===== src/rtl/rxu_pkg.sv =====
package rxu_pkg;

  typedef enum logic [2:0] {
    ST_IDLE,
    ST_START,
    ST_DATA,
    ST_PARITY,
    ST_STOP
  } rxState_e;

  // Strobes from control to datapath
  typedef struct packed {
    logic shiftEn;
    logic parityEn;
    logic frameDone;
  } rxStrobe_t;

endpackage


===== src/rtl/rx_line_select.sv =====
module rx_line_select (
  input  logic rxLine0,
  input  logic rxLine1,
  input  logic pinSel,
  input  logic polarityNeg,
  output logic lineBit
);
  logic rawBit;

  // Normalised: start level is 0, idle level is 1
  always_comb begin
    rawBit  = pinSel ? rxLine1 : rxLine0;
    lineBit = polarityNeg ? ~rawBit : rawBit;
  end
endmodule


===== src/rtl/rx_ctrl.sv =====
module rx_ctrl
  import rxu_pkg::*;
#(
  parameter int OVERSAMPLE = 16,
  parameter int DATA_BITS  = 8
) (
  input  logic      clk,
  input  logic      rstN,
  input  logic      baudTick,
  input  logic      rxEnable,
  input  logic      lineBit,
  output rxStrobe_t strobe
);
  localparam int CW   = (OVERSAMPLE > 2) ? $clog2(OVERSAMPLE) : 1;
  localparam int HALF = OVERSAMPLE / 2;
  localparam int BW   = (DATA_BITS > 1) ? $clog2(DATA_BITS) : 1;

  rxState_e      state;
  logic [CW-1:0] tickCnt;
  logic [BW-1:0] bitIdx;
  logic          atCentre;

  always_ff @(posedge clk or negedge rstN) begin
    if (!rstN) begin
      state   <= ST_IDLE;
      tickCnt <= '0;
      bitIdx  <= '0;
    end else if (!rxEnable) begin
      state   <= ST_IDLE;
      tickCnt <= '0;
      bitIdx  <= '0;
    end else if (baudTick) begin
      unique case (state)
        ST_IDLE: begin
          if (!lineBit) begin
            state   <= ST_START;
            tickCnt <= '0;
          end
        end
        ST_START: begin
          if (tickCnt == CW'(HALF - 1)) begin
            tickCnt <= '0;
            bitIdx  <= '0;
            state   <= lineBit ? ST_IDLE : ST_DATA;
          end else begin
            tickCnt <= tickCnt + CW'(1);
          end
        end
        ST_DATA: begin
          if (atCentre) begin
            tickCnt <= '0;
            bitIdx  <= bitIdx + BW'(1);
            if (bitIdx == BW'(DATA_BITS - 1)) state <= ST_PARITY;
          end else begin
            tickCnt <= tickCnt + CW'(1);
          end
        end
        ST_PARITY: begin
          if (atCentre) begin
            tickCnt <= '0;
            state   <= ST_STOP;
          end else begin
            tickCnt <= tickCnt + CW'(1);
          end
        end
        ST_STOP: begin
          if (atCentre) begin
            tickCnt <= '0;
            state   <= ST_IDLE;
          end else begin
            tickCnt <= tickCnt + CW'(1);
          end
        end
        default: state <= ST_IDLE;
      endcase
    end
  end

  always_comb begin
    atCentre         = (tickCnt == CW'(OVERSAMPLE - 1));
    strobe.shiftEn   = rxEnable && baudTick && atCentre && (state == ST_DATA);
    strobe.parityEn  = rxEnable && baudTick && atCentre && (state == ST_PARITY);
    strobe.frameDone = rxEnable && baudTick && atCentre && (state == ST_STOP);
  end

  // a cleared enable leaves the engine idle on the next cycle
  assert_abort_idle_R8: assert property (@(posedge clk) disable iff (!rstN)
    !rxEnable |=> state == ST_IDLE);

  // at most one sampling strobe per cycle
  assert_strobe_onehot_R3: assert property (@(posedge clk) disable iff (!rstN)
    $onehot0({strobe.shiftEn, strobe.parityEn, strobe.frameDone}));

  // the parity sample directly follows the last data bit
  assert_parity_after_data_R3: assert property (@(posedge clk) disable iff (!rstN)
    strobe.parityEn |-> bitIdx == '0);
endmodule


===== src/rtl/rx_dpath.sv =====
module rx_dpath
  import rxu_pkg::*;
#(
  parameter int DATA_BITS = 8
) (
  input  logic                 clk,
  input  logic                 rstN,
  input  rxStrobe_t            strobe,
  input  logic                 lineBit,
  input  logic                 errIrqMask,
  input  logic                 bufRead,
  output logic [DATA_BITS-1:0] rxData,
  output logic                 parityErr,
  output logic                 framingErr,
  output logic                 overrunErr,
  output logic                 rxIrq
);
  logic [DATA_BITS-1:0] shiftReg;
  logic                 parityBit;
  logic                 unread;
  logic                 newParErr;
  logic                 newFrmErr;
  logic                 ovrHit;

  always_comb begin
    newParErr = (^shiftReg) ^ parityBit;
    newFrmErr = ~lineBit;
    ovrHit    = strobe.frameDone && unread && !bufRead;
  end

  always_ff @(posedge clk or negedge rstN) begin
    if (!rstN) begin
      shiftReg  <= '0;
      parityBit <= 1'b0;
    end else begin
      if (strobe.shiftEn)  shiftReg  <= {lineBit, shiftReg[DATA_BITS-1:1]};
      if (strobe.parityEn) parityBit <= lineBit;
    end
  end

  always_ff @(posedge clk or negedge rstN) begin
    if (!rstN) begin
      rxData     <= '0;
      parityErr  <= 1'b0;
      framingErr <= 1'b0;
      overrunErr <= 1'b0;
      unread     <= 1'b0;
      rxIrq      <= 1'b0;
    end else begin
      rxIrq <= strobe.frameDone &&
               !(errIrqMask && (newParErr || newFrmErr || ovrHit));
      if (strobe.frameDone) begin
        rxData     <= shiftReg;
        parityErr  <= newParErr;
        framingErr <= newFrmErr;
        unread     <= 1'b1;
      end else if (bufRead) begin
        unread     <= 1'b0;
      end
      if (ovrHit)       overrunErr <= 1'b1;
      else if (bufRead) overrunErr <= 1'b0;
    end
  end

  // completion interrupt is a single-cycle pulse
  assert_irq_pulse_R4: assert property (@(posedge clk) disable iff (!rstN)
    rxIrq |=> !rxIrq);

  // buffer and frame flags move only at frame end
  assert_buffer_hold_R8: assert property (@(posedge clk) disable iff (!rstN)
    !strobe.frameDone |=> $stable(rxData) && $stable(parityErr) && $stable(framingErr));

  // a read with no frame ending clears the overrun flag
  assert_read_clears_R7: assert property (@(posedge clk) disable iff (!rstN)
    bufRead && !strobe.frameDone |=> !overrunErr);

  // with the mask set, an interrupt only accompanies a clean frame
  assert_mask_blocks_R6: assert property (@(posedge clk) disable iff (!rstN)
    rxIrq && $past(errIrqMask) |-> !(parityErr || framingErr || overrunErr));
endmodule


===== src/rtl/serial_rx_engine.sv =====
module serial_rx_engine
  import rxu_pkg::*;
#(
  parameter int OVERSAMPLE = 16,
  parameter int DATA_BITS  = 8
) (
  input  logic                 clk,
  input  logic                 rstN,
  input  logic                 baudTick,
  input  logic                 rxEnable,
  input  logic                 errIrqMask,
  input  logic                 polarityNeg,
  input  logic                 pinSel,
  input  logic                 rxLine0,
  input  logic                 rxLine1,
  input  logic                 bufRead,
  output logic [DATA_BITS-1:0] rxData,
  output logic                 parityErr,
  output logic                 framingErr,
  output logic                 overrunErr,
  output logic                 rxIrq
);
  logic      lineBit;
  rxStrobe_t strobe;

  rx_line_select u_sel (
    .rxLine0     (rxLine0),
    .rxLine1     (rxLine1),
    .pinSel      (pinSel),
    .polarityNeg (polarityNeg),
    .lineBit     (lineBit)
  );

  rx_ctrl #(.OVERSAMPLE(OVERSAMPLE), .DATA_BITS(DATA_BITS)) u_ctrl (
    .clk      (clk),
    .rstN     (rstN),
    .baudTick (baudTick),
    .rxEnable (rxEnable),
    .lineBit  (lineBit),
    .strobe   (strobe)
  );

  rx_dpath #(.DATA_BITS(DATA_BITS)) u_dpath (
    .clk        (clk),
    .rstN       (rstN),
    .strobe     (strobe),
    .lineBit    (lineBit),
    .errIrqMask (errIrqMask),
    .bufRead    (bufRead),
    .rxData     (rxData),
    .parityErr  (parityErr),
    .framingErr (framingErr),
    .overrunErr (overrunErr),
    .rxIrq      (rxIrq)
  );
endmodule


===== config.mk =====
export PLATFORM = sky130hd
export DESIGN_NAME = serial_rx_engine
export DESIGN_NICKNAME = d
export VERILOG_FILES = /design/src/rtl/rxu_pkg.sv /design/src/rtl/rx_line_select.sv /design/src/rtl/rx_ctrl.sv /design/src/rtl/rx_dpath.sv /design/src/rtl/serial_rx_engine.sv
export SDC_FILE = /design/constraint.sdc
export NUM_CORES = 1
export LEC_CHECK = 0
export BUFFER_PORTS_ARGS = -buffer_cell sky130_fd_sc_hd__clkbuf_2
export CELL_PAD_IN_SITES_DETAIL_PLACEMENT = 1
export CELL_PAD_IN_SITES_GLOBAL_PLACEMENT = 2
export CORE_UTILIZATION = 38
export CTS_CLUSTER_DIAMETER = 80
export DETAILED_ROUTE_END_ITERATION = 7
export GPL_TIMING_DRIVEN = 1
export HOLD_SLACK_MARGIN = 0.06
export PLACE_DENSITY_LB_ADDON = 0.3
export REMOVE_ABC_BUFFERS = 1
export SYNTH_ARGS = -nofsm -noshare
export SYNTH_HDL_FRONTEND = slang
export SYNTH_SLANG_ARGS = --single-unit

===== constraint.sdc =====
create_clock -name clk -period 2.33 [get_ports clk]
set_input_delay 0.3495 -clock clk [delete_from_list [all_inputs] [get_ports clk]]
set_output_delay 0.3495 -clock clk [all_outputs]
set_load 0.02 [all_outputs]

# After elaboration in Yosys (flattened, before gate mapping)

Cells that the tools add are included.

Add/subtract/negate cells: 2
$mul: 0
Div/mod/pow operators: 0
Order comparisons: 0
Equal/unequal tests: 16
Shift operators: 0
Muxes and demuxes: 26
Bitwise operators: 3
Reduce and logical (&&, ||, !) cells: 21

Operators with widths:

| cell                                           | count |
|---|---|
| two-way mux 3 bit                              | 12 |
| two-way mux 4 bit                              | 5 |
| != test 3 x 2 -> 1 bit (second input constant) | 5 |
| case mux 3 bit (5 select lines)                | 1 |
| case mux 4 bit (3 select lines)                | 1 |
| logical AND 1 bit                              | 9 |
| XOR reduction 8 bit                            | 1 |
| AND reduction 7 bit                            | 1 |
| == test 3 x 2 -> 1 bit (second input constant) | 2 |
| == test 3 bit (second input constant)          | 2 |
| case mux 3 bit (2 select lines)                | 1 |
| two-way mux 1 bit                              | 5 |
| adder 4 x 1 -> 4 bit (second input constant)   | 1 |
| == test 4 x 3 -> 1 bit (second input constant) | 1 |
| == test 4 bit (second input constant)          | 1 |
| != test 4 x 2 -> 1 bit (second input constant) | 1 |
| AND reduction 4 bit                            | 1 |
| nonzero test 2 bit                             | 2 |
| adder 3 x 1 -> 3 bit (second input constant)   | 1 |
| == test 3 x 1 -> 1 bit (second input constant) | 1 |
| logical NOT 3 bit                              | 1 |
| != test 3 x 1 -> 1 bit (second input constant) | 1 |
| != test 3 bit (second input constant)          | 1 |
| AND reduction 3 bit                            | 1 |
| 7 further kinds                                | 10 |

Flip-flop bits (word level): 32
Latch bits: 0
Memory bits (writable): 0
ROM bits: 0
Input port bits: 10
Output and inout bits: 12
Logic and storage cells: 79
Memories: 0

# Depth between registers and ports, before layout

Gate-level depths: netlist (run 1).

Depth after elaboration: 9
Depth in mapped cells: 7
Mapped depth without buffers: 6

# Hierarchy

Synthesis (run 1) repeated with hierarchy kept, for this count alone.

Cells, all modules: 140
Area total of the unflattened synthesis: 1700.4 µm²

By module, submodules not included:

| module         | instances | cells an instance | area an instance (µm²) |
|---|---|---|---|
| rx_dpath       | 1         | 59                | 909.6 |
| rx_ctrl        | 1         | 79                | 772.0 |
| rx_line_select | 1         | 2                 | 18.8 |

# Worst setup path before layout (run 1)

Ideal clock, no wire load.

Path type: register to register
Start point: register u_ctrl.tickCnt[1]
End point: register u_dpath.shiftReg[1]
Arrival time: 1.587 ns
Data required time: 2.205 ns
Slack: 0.618 ns
Cell stages (with the launch flop): 7
Path buffers: 1
Period minus slack after synthesis: 1.712 ns
Path through: dfrtp_1 > ha_1 > and3_1 > nand3_1 > nor3_2 > buf_4 > mux2_2

Word-level cells in the longest chain between the ends: 3

Ends and longest elaborated chain:

| what                           | line           | source |
|---|---|---|
| start: declaration             | rx_ctrl.sv:19  | `logic [CW-1:0] tickCnt;` |
| start signal: assignment       | rx_ctrl.sv:46  | `tickCnt <= tickCnt + CW'(1);` |
| start signal: assignment       | rx_ctrl.sv:55  | `tickCnt <= tickCnt + CW'(1);` |
| start signal: assignment       | rx_ctrl.sv:63  | `tickCnt <= tickCnt + CW'(1);` |
| == test 4 bit                  | rx_ctrl.sv:80  | `atCentre = (tickCnt == CW'(OVERSAMPLE - 1));` |
| logical AND 1 bit (2 in a row) | rx_ctrl.sv:81  | `strobe.shiftEn = rxEnable && baudTick && atCentre && (state == ST_DATA);` |
| end signal: assignment         | rx_dpath.sv:36 | `if (strobe.shiftEn) shiftReg <= {lineBit, shiftReg[DATA_BITS-1:1]};` |
| end: declaration               | rx_dpath.sv:18 | `logic [DATA_BITS-1:0] shiftReg;` |

Every way passes these cells.
A chain may end at the register's enable or synchronous reset.

# Worst setup path after layout (run 1)

Start point: register u_ctrl.tickCnt[1]
End point: register u_dpath.shiftReg[0]

Same word-level chain as after synthesis.

==> results.cfg, run 1 <==
[run_status]
status = completed

[yosys]
syn_inst = 143
synth_top_area_share = 0.475
synth_edf_count = 0
synth_compound_area_frac = 0.126
syn_area_per_cell_um2 = 11.8
ys_types = 46
synth_top_area_cell = dfrtp_1
ys_top_cells_by_area = dfrtp_1, mux2_2, xnor2_1
synth-main-ff-cell = dfrtp_1
ys_seq_elements = 32
synth_area_um2 = 1690
yosysSeqAreaShare = 0.475
synthMuxAreaShare = 0.145
synth-warning-count = 0
netlist_top_cells_count = dfrtp_1, mux2_2, nand2_1
synth-async-reset-ratio = 1.00
synth_adder_area_share = 0.0223
synthMostInstantiatedCell = dfrtp_1
synth_top_family_by_area = multiplexers
synth-simple-area-share = 0.122
synth_xor_area_frac = 0.0712

[setup_path]
r2r_cells = 6
cp_slowest_stage_delay_ns = 0.40
crit_start = u_ctrl.tickCnt[1]
cp_slowest_cell = dfrtp_1
crit_path_end = u_dpath.shiftReg[0]
r2r-start = u_ctrl.tickCnt[1]
startpoint_type = flip-flop
crit_required_ns = 2.50
path_cells = ha_1 > and3_1 > nand3_1 > nor3_2 > buf_4 > mux2_2
r2r_setup_slack_ns = 0.35
cp.arrival_ns = 2.15
r2r_end = u_dpath.shiftReg[0]
cp-end-kind = flip-flop
worstSetupPathType = reg -> reg
cp_max_fo = 8

[floorplan]
initial_core_util = 0.407
placementRows = 23
io_pins = 22
die_h_um = 68.6
fp.dieArea_um2 = 4710
core_um2 = 4140
die_x_um = 68.6

[sta]
period_share = 0.850
hold_violations = 0
clock_skew_ns = 0.00252
max_freq_ghz = 0.505
worst_slack_ns = 0.349
finalCriticalPeriod_ns = 1.98
drv_slew = 0
whs_ns = 0.131
grt_setup_unrepaired = false
slew_headroom = 0.482
final.setup.tns_ns = 0
tightestPinTransition_ns = 0.777
setup_violations = 0

[cts]
cts_made_buffers = 5
cts_hold_buffers = 0
numClockSinks = 32
h-tree-depth = 2
cts.clk_slew.worst_paths_ns = 0.06
cts_root_buf = clkbuf_8
clk_latency_ns = 0.28
cts_tree = yes
cts_setup_buffers = 0
cts_resized = 0
cts_buffer_depth = 2

[job]
cap_viol_max_count = 0

[pwr]
worst_ir_drop_vdd_v = 0.000371
power_density_nw_per_um2 = 614
leakage_uw = 0.000960

[drt]
drt_pass1_iterations = 4
wirelength_um = 3600
final_antenna_net_count = 0
dr_total_vias = 1218
first_iter_violations = 46
route.detailed.drc = 0
viasPerCell = 5.54
routedWlPerCell_um = 16.4

[global_routing]
antenna_found_initial = 0
grt.busiest_layer = met2
grt_pass1_vias = 1217
use_met2 = 0.298
grtUsageTotal = 0.185
grt_pass1_wl_um = 6180
grt_max_degree = 33
use_met3 = 0.0444
met1_usage = 0.233
overflow = 0

[finish]
area_growth_pct = 15.4
final_nets = 183
antennaDiodeCount = 0
drive_gt1_frac = 0.371
fillers = 473
final_area_um2 = 1950

[min_path]
hp-class = in -> async

[placed_design]
io_buffers = 21
dpl-instance-area_um2 = 1850
dp_hpwl_um = 2670
pre_cts_ws_ns = 0.370
globalplace.congestion = 0.868
## worst min-delay path by stage
stage / cells after the start / slack [ns] / to / startpoint
floorplan: 0 / 0.05 / u_ctrl.bitIdx[0] / rstN
global placement: 1 / 0.47 / u_ctrl.state[2] / rstN
detailed placement: 1 / 0.48 / u_ctrl.state[2] / rstN
CTS: 1 / 0.17 / u_ctrl.state[2] / rstN
global route: 1 / 0.21 / u_ctrl.state[2] / rstN
finish: 1 / 0.13 / u_ctrl.state[2] / rstN
## flip-flops by register name, summed over array words and instances (netlist names)
register            count
u_dpath.rxData          8
u_ctrl.state            3
u_dpath.rxIrq           1
u_dpath.overrunErr      1
u_dpath.shiftReg        8
u_ctrl.bitIdx           3
u_dpath.unread          1
u_dpath.parityErr       1
u_dpath.parityBit       1
u_ctrl.tickCnt          4
u_dpath.framingErr      1
## routing by layer
layer	vias up	part of all wire
li1	567	-
met4	0	0.018
met2	17	0.51
met3	6	0.029
met5	-	0
met1	628	0.45
## power breakdown
part / leakage [µW] / switching (µW) / total [µW] / internal (µW)
clock network: 0.0000503 / 193 / 456 / 263
registers: 0.000440 / 18.4 / 583 / 565
logic: 0.000469 / 95.7 / 156 / 59.9
total: 0.000960 / 307 / 1190 / 887
## logic make-up (layout without fill, tap and decap cells)
logic type | count (synthesis) | count (layout)
AO/OA/AOI/OAI | 29 | 29
XOR/XNOR | 10 | 10
adder cells (fa/ha/maj) | 3 | 3
buffers and inverters | 11 | 38
flip-flops | 32 | 32
multiplexers | 21 | 21
AND/OR/NAND/NOR | 37 | 37
## placed cells by master, fill, tap and decap left out, drive strengths merged, types with 3 or more instances in the layout
cell | synthesis | routed
nor2 | 4 | 4
a21o | 3 | 3
o211ai | 4 | 4
mux2i | 3 | 3
inv | 4 | 4
xor2 | 4 | 4
a21oi | 6 | 6
ha | 3 | 3
buf | 7 | 6
o21ai | 5 | 5
dfrtp | 32 | 32
mux2 | 18 | 18
nand2 | 10 | 10
xnor2 | 5 | 5
nand3 | 8 | 8
clkbuf | 0 | 28
## critical path, delay by kind of cell (launching register included)
kind / cells / cell delay, ns
AND/OR/NAND/NOR: 3 / 0.64
flip-flops: 1 / 0.40
multiplexers: 1 / 0.35
adder cells (fa/ha/maj): 1 / 0.25
buffers and inverters: 1 / 0.23
## stage by stage
stage / utilization / total power [µW] / cells
6_report: 0.470 / 1190 / 220
5_1_grt: 0.470 / 1250 / 220
3_3_place_gp: 0.447 / 747 / 213
3_5_place_dp: 0.447 / 751 / 213
2_1_floorplan: - / 690 / 136
4_1_cts: 0.470 / 1210 / 220
## final cells by class
type / instances / area, µm² / area share
tap: 50 / 62.6 / 0.0321
timing repair buffer: 27 / 150 / 0.0771
inverter: 4 / 15.0 / 0.00771
clock buffer: 7 / 96.3 / 0.0495
sequential: 32 / 801 / 0.411
multi-input combinational: 100 / 822 / 0.422
Power figures use the tool's default switching activity.
==> run 2: changes to the inputs <==
SYNTH_HIERARCHICAL = 1   (was unset)
==> run 2 against run 1 <==
Against the previous run: sequential share of layout area down 1.1 points; critical path depth is 2 higher; design area up 2.6%; sequential power grew 1%; clock skew grew 0.0022 ns; via count shrank 2.1%; synthesized cell count is 2.1% lower; synthesized area up 0.82%.
==> results.cfg, run 2 <==
[yosys]
synth-warning-count = 6
synthMuxAreaShare = 0.138
syn_inst = 140
netlist_top_cells_count = dfrtp_1, mux2_2, a22o_1
synth-simple-area-share = 0.141
synth_top_area_share = 0.471
synth_top_family_by_area = compound AO/OA/AOI/OAI gates
synth_area_um2 = 1700
synth_compound_area_frac = 0.144
ys_top_cells_by_area = dfrtp_1, mux2_2, a22o_1
synth_top_area_cell = dfrtp_1
synth-async-reset-ratio = 1.00
synth-main-ff-cell = dfrtp_1
yosysSeqAreaShare = 0.471
synth_edf_count = 0
ys_seq_elements = 32
ys_types = 49
synth_xor_area_frac = 0.0545
syn_area_per_cell_um2 = 12.1
synth_adder_area_share = 0.0221
synthMostInstantiatedCell = dfrtp_1

[finish]
layout_common_cells = dfrtp_1, clkbuf_2, mux2_2
fillers = 465
reg_top3 = u_dpath/rxData (8), u_dpath/shiftReg (8), u_ctrl/tickCnt (4)
fin_cells = 217
area.sequential_um2 = 801
final_nets = 179
fin_util = 0.482
multi_input_area_um2 = 851
layout_commonest_cell = dfrtp_1
antennaDiodeCount = 0
drive_gt1_frac = 0.377
area_growth_pct = 17.5

[sta]
period_share = 0.840
max_freq_ghz = 0.511
whs_ns = 0.155
finalCriticalPeriod_ns = 1.96
drv_slew = 0
setup_violations = 0
hold_violations = 0
slew_headroom = 0.452
clock_skew_ns = 0.00475
final.setup.tns_ns = 0
tightestPinTransition_ns = 0.822
grt_setup_unrepaired = false

[drt]
final_antenna_net_count = 0
first_iter_violations = 45
wirelength_um = 3590
dr_total_vias = 1193
route.detailed.drc = 0
routedWlPerCell_um = 16.5
drt_pass1_iterations = 4
viasPerCell = 5.50

[floorplan]
initial_core_util = 0.410
placementRows = 23
core_um2 = 4140
fp.dieArea_um2 = 4750
io_pins = 22
die_x_um = 68.9
die_h_um = 68.9

[setup_path]
r2r_cells = 8
r2r_end = u_dpath/rxIrq
startpoint_type = flip-flop
cp.arrival_ns = 2.15
crit_required_ns = 2.52
worstSetupPathType = reg -> reg
r2r_setup_slack_ns = 0.37
r2r-start = u_ctrl/tickCnt[0]
cp-end-kind = flip-flop
cp_max_fo = 6

[global_routing]
met1_usage = 0.225
use_met3 = 0.0411
grt_pass1_wl_um = 6110
grt_max_degree = 33
grt.busiest_layer = met2
grtUsageTotal = 0.181
antenna_found_initial = 0
overflow = 0
use_met2 = 0.300
grt_pass1_vias = 1265

[job]
cap_viol_max_count = 0

[cts]
cts_made_buffers = 5
cts_resized = 0
cts.clk_slew.worst_paths_ns = 0.07
clk_latency_ns = 0.28
h-tree-depth = 2
cts_tree = yes
cts_buffer_depth = 2
cts_root_buf = clkbuf_8
numClockSinks = 32
cts_setup_buffers = 0
cts_hold_buffers = 0

[min_path]
hp-class = in -> async

[placed_design]
dp_hpwl_um = 2710
dp_cells = 209
io_buffers = 21
globalplace.congestion = 0.756

[pwr]
leakage_uw = 0.000990
report.power.total_uw = 1310
power_density_nw_per_um2 = 654
worst_ir_drop_vdd_v = 0.000317

[run_status]
status = completed
## run 2: metal layers
metal / part of all wire / vias up / wire (µm)
li1: - / 565 / -
met1: 0.45 / 603 / 1610
met2: 0.51 / 18 / 1830
met3: 0.025 / 7 / 91
met4: 0.014 / 0 / 50
met5: 0 / - / 0
## run 2: metrics by stage
stage | setup WS [ns] | cell area, µm²
detailed placement | 0.279 | 1870
global placement | 0.354 | 1870
CTS | 0.348 | 2000
finish | 0.372 | 2000
global route | 0.123 | 2000
floorplan | 0.200 | 1670
## run 2: critical path, stage by stage, from the launching register on
cell and delay, ns:
dfrtp_1 0.39, ha_1 0.24, and2_1 0.20, nand4_1 0.17, nor2b_1 0.24, inv_1 0.13, nor4b_1 0.34, nand2_1 0.09
o221ai_1 0.07
## run 2: final cells by class
cell class | count | area share
Sequential cell | 32 | 0.401
Clock inverter | 1 | 0.0150
Clock buffer | 7 | 0.0482
Multi-Input combinational cell | 96 | 0.426
Inverter | 6 | 0.0113
Timing Repair Buffer | 25 | 0.0676
Tap cell | 50 | 0.0313
## run 2: worst max path at each step
stage / startpoint / end / slack (ns) / cells past startpoint
2_1_floorplan: u_ctrl/tickCnt[0] / u_dpath/rxIrq / 0.20 / 8
3_3_place_gp: pinSel / u_ctrl/tickCnt[2] / 0.35 / 7
3_5_place_dp: pinSel / u_ctrl/tickCnt[2] / 0.28 / 7
4_1_cts: u_ctrl/tickCnt[0] / u_dpath/rxIrq / 0.35 / 8
5_1_grt: u_ctrl/tickCnt[0] / u_dpath/rxIrq / 0.12 / 8
6_report: u_ctrl/tickCnt[0] / u_dpath/rxIrq / 0.37 / 8
## run 2: cells by family after synthesis
group,count (synthesis)
xor gates and xnor gates,7
AOI/OAI and AO/OA,27
and+or+nand+nor,38
buffers and inverters,12
adders and majority gates,3
muxes,21
DFF,32
## run 2: power breakdown
group | switching, µW | internal (µW)
clock | 204 | 377
sequential | 25.3 | 564
combinational | 73.5 | 63.4
